[config.mk]
export PLATFORM = sky130hd
export DESIGN_NAME = mdio_mgmt_master
export DESIGN_NICKNAME = d
export VERILOG_FILES = /design/src/rtl/mdio_mgmt_pkg.sv /design/src/rtl/mdio_clkgen.sv /design/src/rtl/mdio_frame_eng.sv /design/src/rtl/mdio_regs.sv /design/src/rtl/mdio_mgmt_master.sv
export SDC_FILE = /design/constraint.sdc
export NUM_CORES = 1
export LEC_CHECK = 0
export BUFFER_PORTS_ARGS = -buffer_cell sky130_fd_sc_hd__buf_2
export CAP_MARGIN = 20
export CORE_UTILIZATION = 60
export DETAILED_ROUTE_END_ITERATION = 8
export GPL_TIMING_DRIVEN = 0
export MAX_ROUTING_LAYER = met4
export PLACE_DENSITY = 0.8
export SYNTH_ARGS = -nofsm -noshare
export SYNTH_HDL_FRONTEND = slang
export SYNTH_HIERARCHICAL = 1
export SYNTH_SLANG_ARGS = --single-unit
[constraint.sdc]
create_clock -name clk -period 7.1 [get_ports clk]
set_clock_uncertainty 0.05 [all_clocks]
set_input_delay 0 -clock clk [delete_from_list [all_inputs] [get_ports clk]]
set_output_delay 0 -clock clk [all_outputs]
set_load 0.005 [all_outputs]
[src/rtl/mdio_mgmt_pkg.sv]
package mdio_mgmt_pkg;

  typedef enum logic [2:0] {
    XF_C22_WR,
    XF_C22_RD,
    XF_C45_AD,
    XF_C45_WR,
    XF_C45_RD
  } xfer_e;

  localparam int FRAME_LEN = 64;
  localparam int PRE_LEN   = 32;
  localparam int TA_IDX    = 46;
  localparam int DATA_IDX  = 48;

  localparam logic [1:0] RA_CFG = 2'd0;
  localparam logic [1:0] RA_CTL = 2'd1;
  localparam logic [1:0] RA_ADR = 2'd2;
  localparam logic [1:0] RA_DAT = 2'd3;

  localparam int CTL_RD_BIT = 15;

  // Fields after the preamble: start, opcode, port, reg/dev, turnaround, data
  function automatic logic [31:0] frame_header(input xfer_e k, input logic [4:0] port,
                                               input logic [4:0] ra, input logic [15:0] pay);
    logic [31:0] h;
    case (k)
      XF_C22_WR: h = {2'b01, 2'b01, port, ra, 2'b10, pay};
      XF_C22_RD: h = {2'b01, 2'b10, port, ra, 2'b11, 16'hFFFF};
      XF_C45_AD: h = {2'b00, 2'b00, port, ra, 2'b10, pay};
      XF_C45_WR: h = {2'b00, 2'b01, port, ra, 2'b10, pay};
      default:   h = {2'b00, 2'b11, port, ra, 2'b11, 16'hFFFF};
    endcase
    return h;
  endfunction

endpackage

[src/rtl/mdio_clkgen.sv]
module mdio_clkgen #(
  parameter int DIV = 64
) (
  input  logic clk,
  input  logic rst,
  output logic mdc,
  output logic fall_stb,
  output logic rise_stb
);
  localparam int HALF = DIV / 2;
  localparam int CW   = (HALF > 1) ? $clog2(HALF) : 1;

  logic [CW-1:0] cnt_q;
  logic          mdc_q;
  logic          wrap;

  assign wrap     = (cnt_q == CW'(HALF - 1));
  assign fall_stb = wrap & mdc_q;
  assign rise_stb = wrap & ~mdc_q;
  assign mdc      = mdc_q;

  always_ff @(posedge clk) begin
    if (rst) begin
      cnt_q <= '0;
      mdc_q <= 1'b0;
    end else if (wrap) begin
      cnt_q <= '0;
      mdc_q <= ~mdc_q;
    end else begin
      cnt_q <= cnt_q + 1'b1;
    end
  end
endmodule

[src/rtl/mdio_frame_eng.sv]
module mdio_frame_eng
  import mdio_mgmt_pkg::*;
(
  input  logic        clk,
  input  logic        rst,
  input  logic        start,
  input  xfer_e       kind,
  input  logic [4:0]  port,
  input  logic [4:0]  regad,
  input  logic [15:0] payload,
  input  logic        fall_stb,
  input  logic        rise_stb,
  input  logic        mdio_i,
  output logic        busy,
  output logic        mdio_o,
  output logic        mdio_oe,
  output logic        rd_done,
  output logic [15:0] rd_data,
  output logic        rd_err
);
  localparam int IW = $clog2(FRAME_LEN + 1);

  logic [FRAME_LEN-1:0] sr_q;
  logic [IW-1:0]        idx_q;
  logic [IW-1:0]        idx_nx;
  logic                 started_q;
  logic                 is_rd_q;
  logic                 busy_q;
  logic                 mdo_q;
  logic                 oe_q;
  logic                 done_q;
  logic [15:0]          cap_q;
  logic                 err_q;

  assign idx_nx  = idx_q + 1'b1;
  assign busy    = busy_q;
  assign mdio_o  = mdo_q;
  assign mdio_oe = oe_q;
  assign rd_done = done_q;
  assign rd_data = cap_q;
  assign rd_err  = err_q;

  always_ff @(posedge clk) begin
    if (rst) begin
      sr_q      <= '0;
      idx_q     <= '0;
      started_q <= 1'b0;
      is_rd_q   <= 1'b0;
      busy_q    <= 1'b0;
      mdo_q     <= 1'b1;
      oe_q      <= 1'b0;
      done_q    <= 1'b0;
      cap_q     <= '0;
      err_q     <= 1'b0;
    end else begin
      done_q <= 1'b0;
      if (start) begin
        busy_q    <= 1'b1;
        started_q <= 1'b0;
        idx_q     <= '0;
        sr_q      <= {{PRE_LEN{1'b1}}, frame_header(kind, port, regad, payload)};
        is_rd_q   <= (kind == XF_C22_RD) || (kind == XF_C45_RD);
        if ((kind == XF_C22_RD) || (kind == XF_C45_RD)) err_q <= 1'b0;
      end else if (busy_q && fall_stb) begin
        if (!started_q) begin
          started_q <= 1'b1;
          mdo_q     <= sr_q[FRAME_LEN-1];
          sr_q      <= {sr_q[FRAME_LEN-2:0], 1'b1};
          oe_q      <= 1'b1;
        end else if (idx_q == IW'(FRAME_LEN - 1)) begin
          busy_q <= 1'b0;
          oe_q   <= 1'b0;
          mdo_q  <= 1'b1;
          done_q <= is_rd_q;
        end else begin
          idx_q <= idx_nx;
          mdo_q <= sr_q[FRAME_LEN-1];
          sr_q  <= {sr_q[FRAME_LEN-2:0], 1'b1};
          oe_q  <= !(is_rd_q && (idx_nx >= IW'(TA_IDX)));
        end
      end else if (busy_q && rise_stb && started_q && is_rd_q) begin
        if (idx_q == IW'(TA_IDX + 1)) err_q <= mdio_i;
        if (idx_q >= IW'(DATA_IDX))   cap_q <= {cap_q[14:0], mdio_i};
      end
    end
  end
endmodule

[src/rtl/mdio_regs.sv]
module mdio_regs
  import mdio_mgmt_pkg::*;
(
  input  logic        clk,
  input  logic        rst,
  input  logic        wr_en,
  input  logic [1:0]  wr_addr,
  input  logic [15:0] wr_data,
  input  logic        rd_en,
  input  logic [1:0]  rd_addr,
  output logic [15:0] rd_data,
  input  logic        busy,
  input  logic        eng_done,
  input  logic [15:0] eng_data,
  input  logic        eng_err,
  output logic        start,
  output xfer_e       kind,
  output logic [4:0]  port,
  output logic [4:0]  regad,
  output logic [15:0] payload
);
  logic        mode_q;
  logic [4:0]  port_q;
  logic [4:0]  ra_q;
  logic [15:0] adr_q;
  logic [15:0] dat_q;
  logic [15:0] rdo_q;
  logic        wr_ok;
  logic        unused_wd;

  assign wr_ok     = wr_en && !busy;
  assign unused_wd = ^wr_data;
  assign rd_data   = rdo_q;

  always_comb begin
    start   = 1'b0;
    kind    = XF_C22_WR;
    port    = port_q;
    regad   = ra_q;
    payload = wr_data;
    if (wr_ok) begin
      case (wr_addr)
        RA_CTL: if (wr_data[CTL_RD_BIT]) begin
          start = 1'b1;
          kind  = mode_q ? XF_C45_RD : XF_C22_RD;
          port  = wr_data[9:5];
          regad = wr_data[4:0];
        end
        RA_ADR: if (mode_q) begin
          start = 1'b1;
          kind  = XF_C45_AD;
        end
        RA_DAT: begin
          start = 1'b1;
          kind  = mode_q ? XF_C45_WR : XF_C22_WR;
        end
        default: ;
      endcase
    end
  end

  always_ff @(posedge clk) begin
    if (rst) begin
      mode_q <= 1'b0;
      port_q <= '0;
      ra_q   <= '0;
      adr_q  <= '0;
      dat_q  <= '0;
      rdo_q  <= '0;
    end else begin
      if (wr_ok) begin
        case (wr_addr)
          RA_CFG: mode_q <= wr_data[0];
          RA_CTL: begin
            port_q <= wr_data[9:5];
            ra_q   <= wr_data[4:0];
          end
          RA_ADR: adr_q <= wr_data;
          default: dat_q <= wr_data;
        endcase
      end
      if (eng_done) dat_q <= eng_data;
      if (rd_en) begin
        case (rd_addr)
          RA_CFG:  rdo_q <= {13'd0, eng_err, busy, mode_q};
          RA_CTL:  rdo_q <= {6'd0, port_q, ra_q};
          RA_ADR:  rdo_q <= adr_q;
          default: rdo_q <= dat_q;
        endcase
      end
    end
  end
endmodule

[src/rtl/mdio_mgmt_master.sv]
module mdio_mgmt_master
  import mdio_mgmt_pkg::*;
#(
  parameter int DIV = 64
) (
  input  logic        clk,
  input  logic        rst,
  input  logic        wr_en,
  input  logic [1:0]  wr_addr,
  input  logic [15:0] wr_data,
  input  logic        rd_en,
  input  logic [1:0]  rd_addr,
  output logic [15:0] rd_data,
  output logic        mdc,
  input  logic        mdio_i,
  output logic        mdio_o,
  output logic        mdio_oe
);
  logic        fall_stb;
  logic        rise_stb;
  logic        eng_busy;
  logic        eng_done;
  logic [15:0] eng_data;
  logic        eng_err;
  logic        start;
  xfer_e       kind;
  logic [4:0]  port;
  logic [4:0]  regad;
  logic [15:0] payload;

  mdio_clkgen #(.DIV(DIV)) u_clk (
    .clk      (clk),
    .rst      (rst),
    .mdc      (mdc),
    .fall_stb (fall_stb),
    .rise_stb (rise_stb)
  );

  mdio_regs u_regs (
    .clk      (clk),
    .rst      (rst),
    .wr_en    (wr_en),
    .wr_addr  (wr_addr),
    .wr_data  (wr_data),
    .rd_en    (rd_en),
    .rd_addr  (rd_addr),
    .rd_data  (rd_data),
    .busy     (eng_busy),
    .eng_done (eng_done),
    .eng_data (eng_data),
    .eng_err  (eng_err),
    .start    (start),
    .kind     (kind),
    .port     (port),
    .regad    (regad),
    .payload  (payload)
  );

  mdio_frame_eng u_eng (
    .clk      (clk),
    .rst      (rst),
    .start    (start),
    .kind     (kind),
    .port     (port),
    .regad    (regad),
    .payload  (payload),
    .fall_stb (fall_stb),
    .rise_stb (rise_stb),
    .mdio_i   (mdio_i),
    .busy     (eng_busy),
    .mdio_o   (mdio_o),
    .mdio_oe  (mdio_oe),
    .rd_done  (eng_done),
    .rd_data  (eng_data),
    .rd_err   (eng_err)
  );
endmodule

# Word level (Yosys, flattened, before mapping)
# Index checks and enable logic that the tools add are counted.
# totals
ff_bits	159
latch_bits	0
ramBits	0
mem_bits_ro	0
in_bits	25
out_inout_bits	19
n_memories	0
# op_classes
add_sub_neg	2
n_mul	0
n_div	0
n_lt_le_gt_ge	2
n_eq_ne	16
n_shift	0
n_mux	38
bitwise	7
n_reduce_logical	32
# ops
op	count
$mux W64	4
$pmux W31 S4	1
$mux W16	3
$pmux W16 S3	1
$mux W5	6
$mux W1	16
$eq A7 B6 Y1 const B	2
$ge A7 B6 Y1 const B	2
$reduce_and A2 Y1	6
$reduce_bool A2 Y1	6
$mux W3	3
$pmux W3 S3	1
$reduce_and A4 Y1	2
$add A7 B1 Y7 const B	1
$eq A2 B2 Y1 const B	3
$eq A3 B2 Y1 const B	2
$logic_and A1 B1 Y1	6
$reduce_and A3 Y1	2
$add A5 B1 Y5 const B	1
$eq A5 B5 Y1 const B	1
$not A1 Y1	5
$reduce_or A5 Y1	1
$eq A2 B1 Y1 const B	2
$logic_not A2 Y1	2
other kinds (13)	18

# Logic depth before layout (Yosys ltp)
# depth
ltp_word	8
ltp_mapped	11
depth_no_buf	9

# Hierarchy
# Netlist, hierarchy kept.
# by_module_without_submodules
module	instances	cells_per_inst	area_per_inst_um2	seq_area_each_um2
mdio_frame_eng	1	424	3826.2	1881.8
mdio_regs	1	346	3019.1	1181.1
mdio_clkgen	1	23	251.5	120.1

# Least setup slack after synthesis
# Ideal clock, no wire load.
# synth_timing
kind	register to register
startpoint	register u_clk.cnt_q[0]
endpoint	register u_eng.cap_q[6] (netlist: u_eng/rd_data[6])
setup_time_ns	0.128
t_arrival_ns	2.313
required_time_ns	6.922
setup_slack_ns	4.609
path_stages_with_launch	12
n_path_buf	2
path_cell_list	dfxtp_1 ha_1 and3_2 ha_1 buf_6 and2_1 nor2b_1 nand4_2 nor3_4 buf_12 mux2i_1 nor2_1
# synth_between
elab_cells_between_ends	9
# synth_lines
element	line	text
start: declaration	mdio_clkgen.sv:13	logic [CW-1:0] cnt_q;
start signal: assignment	mdio_clkgen.sv:30	cnt_q <= cnt_q + 1'b1;
$eq A5 B5 Y1	mdio_clkgen.sv:17	assign wrap = (cnt_q == CW'(HALF - 1));
$and A1 B1 Y1	mdio_clkgen.sv:18	assign fall_stb = wrap & mdc_q;
named net fall_stb	mdio_mgmt_master.sv:19	logic fall_stb;
$logic_and A1 B1 Y1	mdio_frame_eng.sv:64	end else if (busy_q && fall_stb) begin
$not A1 Y1 (no source line)	n/a	
$reduce_and A4 Y1 (no source line)	n/a	
end signal: assignment	mdio_frame_eng.sv:83	if (idx_q >= IW'(DATA_IDX)) cap_q <= {cap_q[14:0], mdio_i};
end: declaration	mdio_frame_eng.sv:32	logic [15:0] cap_q;
# The timed path passes the listed nets, and every way through them passes these cells.
# A chain may end at the register's enable or synchronous reset.

# Worst setup path in the final report
# layout_timing
startpoint	register u_clk.cnt_q[0]
endpoint	register u_eng.cap_q[13] (netlist: u_eng/rd_data[13])
# The elaborated chain is that of the path after synthesis.

==> metrics <==
# DRC=0; top-area cell type share of the netlist area=between 40% and 50%; P_int=roughly 1.7 mW; mean area per synthesized cell=between 8 and 9 sq um; RSZ-0062 raised after global routing=false; CP peak stage delay=490 ps; WP depth=11; post-DR wirelength/cell=about 18 um; CTS tree=yes; Final period util=approximately two fifths; Initial Util=roughly three fifths; Via-to-Cell Ratio=5.92; biggest area consumer among synthesized cells=dfxtp_1; Worst-Skew Late Latency=between 400 and 500 ps; Post-Syn Nets=between 800 and 900; CTS Sinks=159; reg-to-reg slack, setup=4200 ps; Setup TNS Final=0 ps; root buf cell=clkbuf_16; Die ar.=0.0123 sq mm; cell area power density=between 200 and 300 mW/mm^2; Core Region=0.0115 sq mm; Initial DRC Count=just over 700; Placer Congestion=0.882; HP Class=in -> reg; CP bufs+invs=2; Warnings, synthesis=6; routed wire length=about 18000 um; dominant cells by area after synthesis=dfxtp_1, nor2_1, nand2_1, nor3_1, mux2i_1; fin cells=roughly 1000; CTS Buffer Depth=2; Max-Slew Margin vs Limit=about half; Slowest-stage cell, CP=nor3_4; final worst slack=roughly 4200 ps; Sw Ratio=approximately 22%; Mapped Area=0.00710 sq mm; Layout area overhead=17.8%; Worst-Margin Slew=approximately 770 ps; R2R cell count=11; dpl cells=slightly below 1000; Setup violations, final=0; first-pass GRT wire length=30000 um; Top delay family on crit path=simple AND/OR/NAND/NOR gates; critical path arrival=between 3000 and 4000 ps; sequential area share after synthesis=between 40% and 50%; Clock power frac=about 48%; Data required, critical path=roughly 7300 ps; PortBufs=~40; dpl hpwl=12200 um; CP dominant cell by count=ha_1; Final Max Slew Viols=0; Synth cell types=69; worst setup path end=u_eng/rd_data[13]; largest net degree at the start of global routing=17; Max Cap Viol=0; Switch Pwr=between 0.4 and 0.5 mW; Leak=~3.2 nW; Mapped Cells=around 790; layout cells sized above 1=approximately a fifth; Antenna Nets Post-Route=0; FILL cells=between 800 and 900; Fmax=between 300 and 400 MHz; pre-CTS WS=roughly 4300 ps; Finished Core Util=between 70 and 80%; Flop pwr share=between 40 and 50%; Num CTS Buffers=17; crit-path cells=ha_1 -> and3_2 -> ha_1 -> buf_6 -> and2_1 -> nor2b_1 -> nand4_2 -> nor3_4 -> buf_12 -> mux2i_1 -> nor2_1; Crit. End Element=flop; Comb pwr share=about 8.3%; row count=39; die span in y=approximately 110 um; worst vdd ir=between 200 and 250 uV; crit path launch=u_clk/cnt_q[0]; Final Hold Vio Count=0; Die W=~110 um; total global routing overflow=0; I/O Pins=44; most numerous cell in the Yosys netlist=dfxtp_1; cts repair resizes=0; 1st-pass router iterations=6; Worst Setup Start Kind=flop; number of global-route vias before repair=5897; antenna violations before repair=0; global-route usage over all layers=32.0%; H-tree Lvls=4; Design Power=about 2.2 mW; EDFF count, synth=0; worst reg2reg path startpoint=u_clk/cnt_q[0]; worst reg2reg endpoint=u_eng/rd_data[13]; critical path type=reg -> reg; status=completed; Synth Register Bits=roughly 160; crit path max fanout=10; Post-synth top cells=dfxtp_1, nor2_1, nand2_1; n_diodes=0; leading register cell type out of synthesis=dfxtp_1; fraction of registers with async set/reset=0%; minimum clock period=about 2900 ps; vias after detailed routing=around 6100; NumNets Final=approximately 900; Clock Pin Slew Worst Setup and Hold Paths=60 ps
-- sequential cells by signal, indices dropped and copies added (netlist names), 5 cells and up --
| signal | cells |
|---|---|
| u_regs/ra_q | 5 |
| u_eng/sr_q | 64 |
| u_eng/idx_q | 7 |
| u_eng/rd_data | 16 |
| u_regs/adr_q | 16 |
| u_regs/port_q | 5 |
| u_regs/dat_q | 16 |
| u_regs/rd_data | 16 |
| u_clk/cnt_q | 5 |
-- stage by stage --
stage                     instance area, sq um  hold slack [ps]
after global placement                    7480              220
after global routing                      8360              108
final                                     8360             74.1
after CTS                                 8360             58.3
after detailed placement                  7480              233
after floorplan                           7100             21.1
-- worst register-to-register path: stages, from the launching register on --
cell	delay (ps)
dfxtp_1	330
ha_1	220
and3_2	180
ha_1	180
buf_6	140
and2_1	220
nor2b_1	240
nand4_2	190
nor3_4	490
buf_12	210
mux2i_1	260
nor2_1	60
-- logic make-up (layout without fill, tap and decap cells) --
family	count (synthesis)	count (layout)	synth area share, %
xor+xnor	11	11	1.36
fa+ha+maj	5	5	0.882
flops	159	159	44.9
compound gates	121	121	13.4
simple gates	340	340	22.8
buf+inv	102	195	7.97
mux	55	55	8.71
-- how the worst min path moves through the flow --
stage | cells after the start | end | start
detailed placement | 3 | u_regs/adr_q[12] | wr_data[12]
floorplan | 1 | u_clk/cnt_q[0] | rst
global route | 4 | u_regs/mode_q | wr_en
finish | 4 | u_regs/mode_q | wr_en
CTS | 4 | u_regs/mode_q | wr_en
global placement | 3 | u_eng/rd_data[0] | mdio_i
-- layout make-up --
| class | count | area (sq um) | share of cell area [%] |
|---|---|---|---|
| Buffer | 80 | 483 | 5.78 |
| Timing Repair Buffer | 61 | 405 | 4.85 |
| Sequential cell | 159 | 3180 | 38.1 |
| Tap cell | 143 | 179 | 2.14 |
| Inverter | 22 | 82.6 | 0.988 |
| Multi-Input combinational cell | 532 | 3350 | 40.1 |
| Clock inverter | 9 | 178 | 2.13 |
| Clock buffer | 23 | 498 | 5.96 |
-- what timing repair did --
action	4_1_cts	5_1_grt
hold buffers	20	0
hold endpoints to repair	46	0
buffers inserted	0	0
-- layer usage --
metal | vias up | part of all wire, % | wire length (um) | global-route usage (%)
met5 | - | 0 | 0 | -
met4 | 0 | 3.3 | 595 | 14.2
met3 | 44 | 6.4 | 1150 | 6.18
met2 | 247 | 47 | 8460 | 49.8
met1 | 2892 | 44 | 7900 | 40.4
li1 | 2909 | - | - | -
-- power by group through the flow --
stage	clock network, mW	registers, mW	logic (mW)
after floorplan	0	0.966	0.119
final	1.03	0.956	0.179
after detailed placement	0	0.973	0.165
after CTS	1.04	0.955	0.176
after global routing	1.07	0.959	0.196
after global placement	0	0.971	0.159
-- cells in the final DEF, fill, tap and decap left out, drive strengths merged, types with 3 or more instances in the layout --
master and instances:
dfxtp 159, nor2 137, buf 94, nand2 82, nor3 71, a21oi 52, clkbuf 50, mux2i 28
mux2 24, inv 22, dlygate4sd3 20, a2111oi 16, a311oi 13, a222oi 10, nor2b 9, o221ai 8
nand3 8, xor2 7, and2 6, o21ai 6, bufinv 5, ha 5, nor3b 5, xnor2 4
clkinv 4, a211oi 3, mux4 3, and3 3
Power figures use the tool's default switching activity.
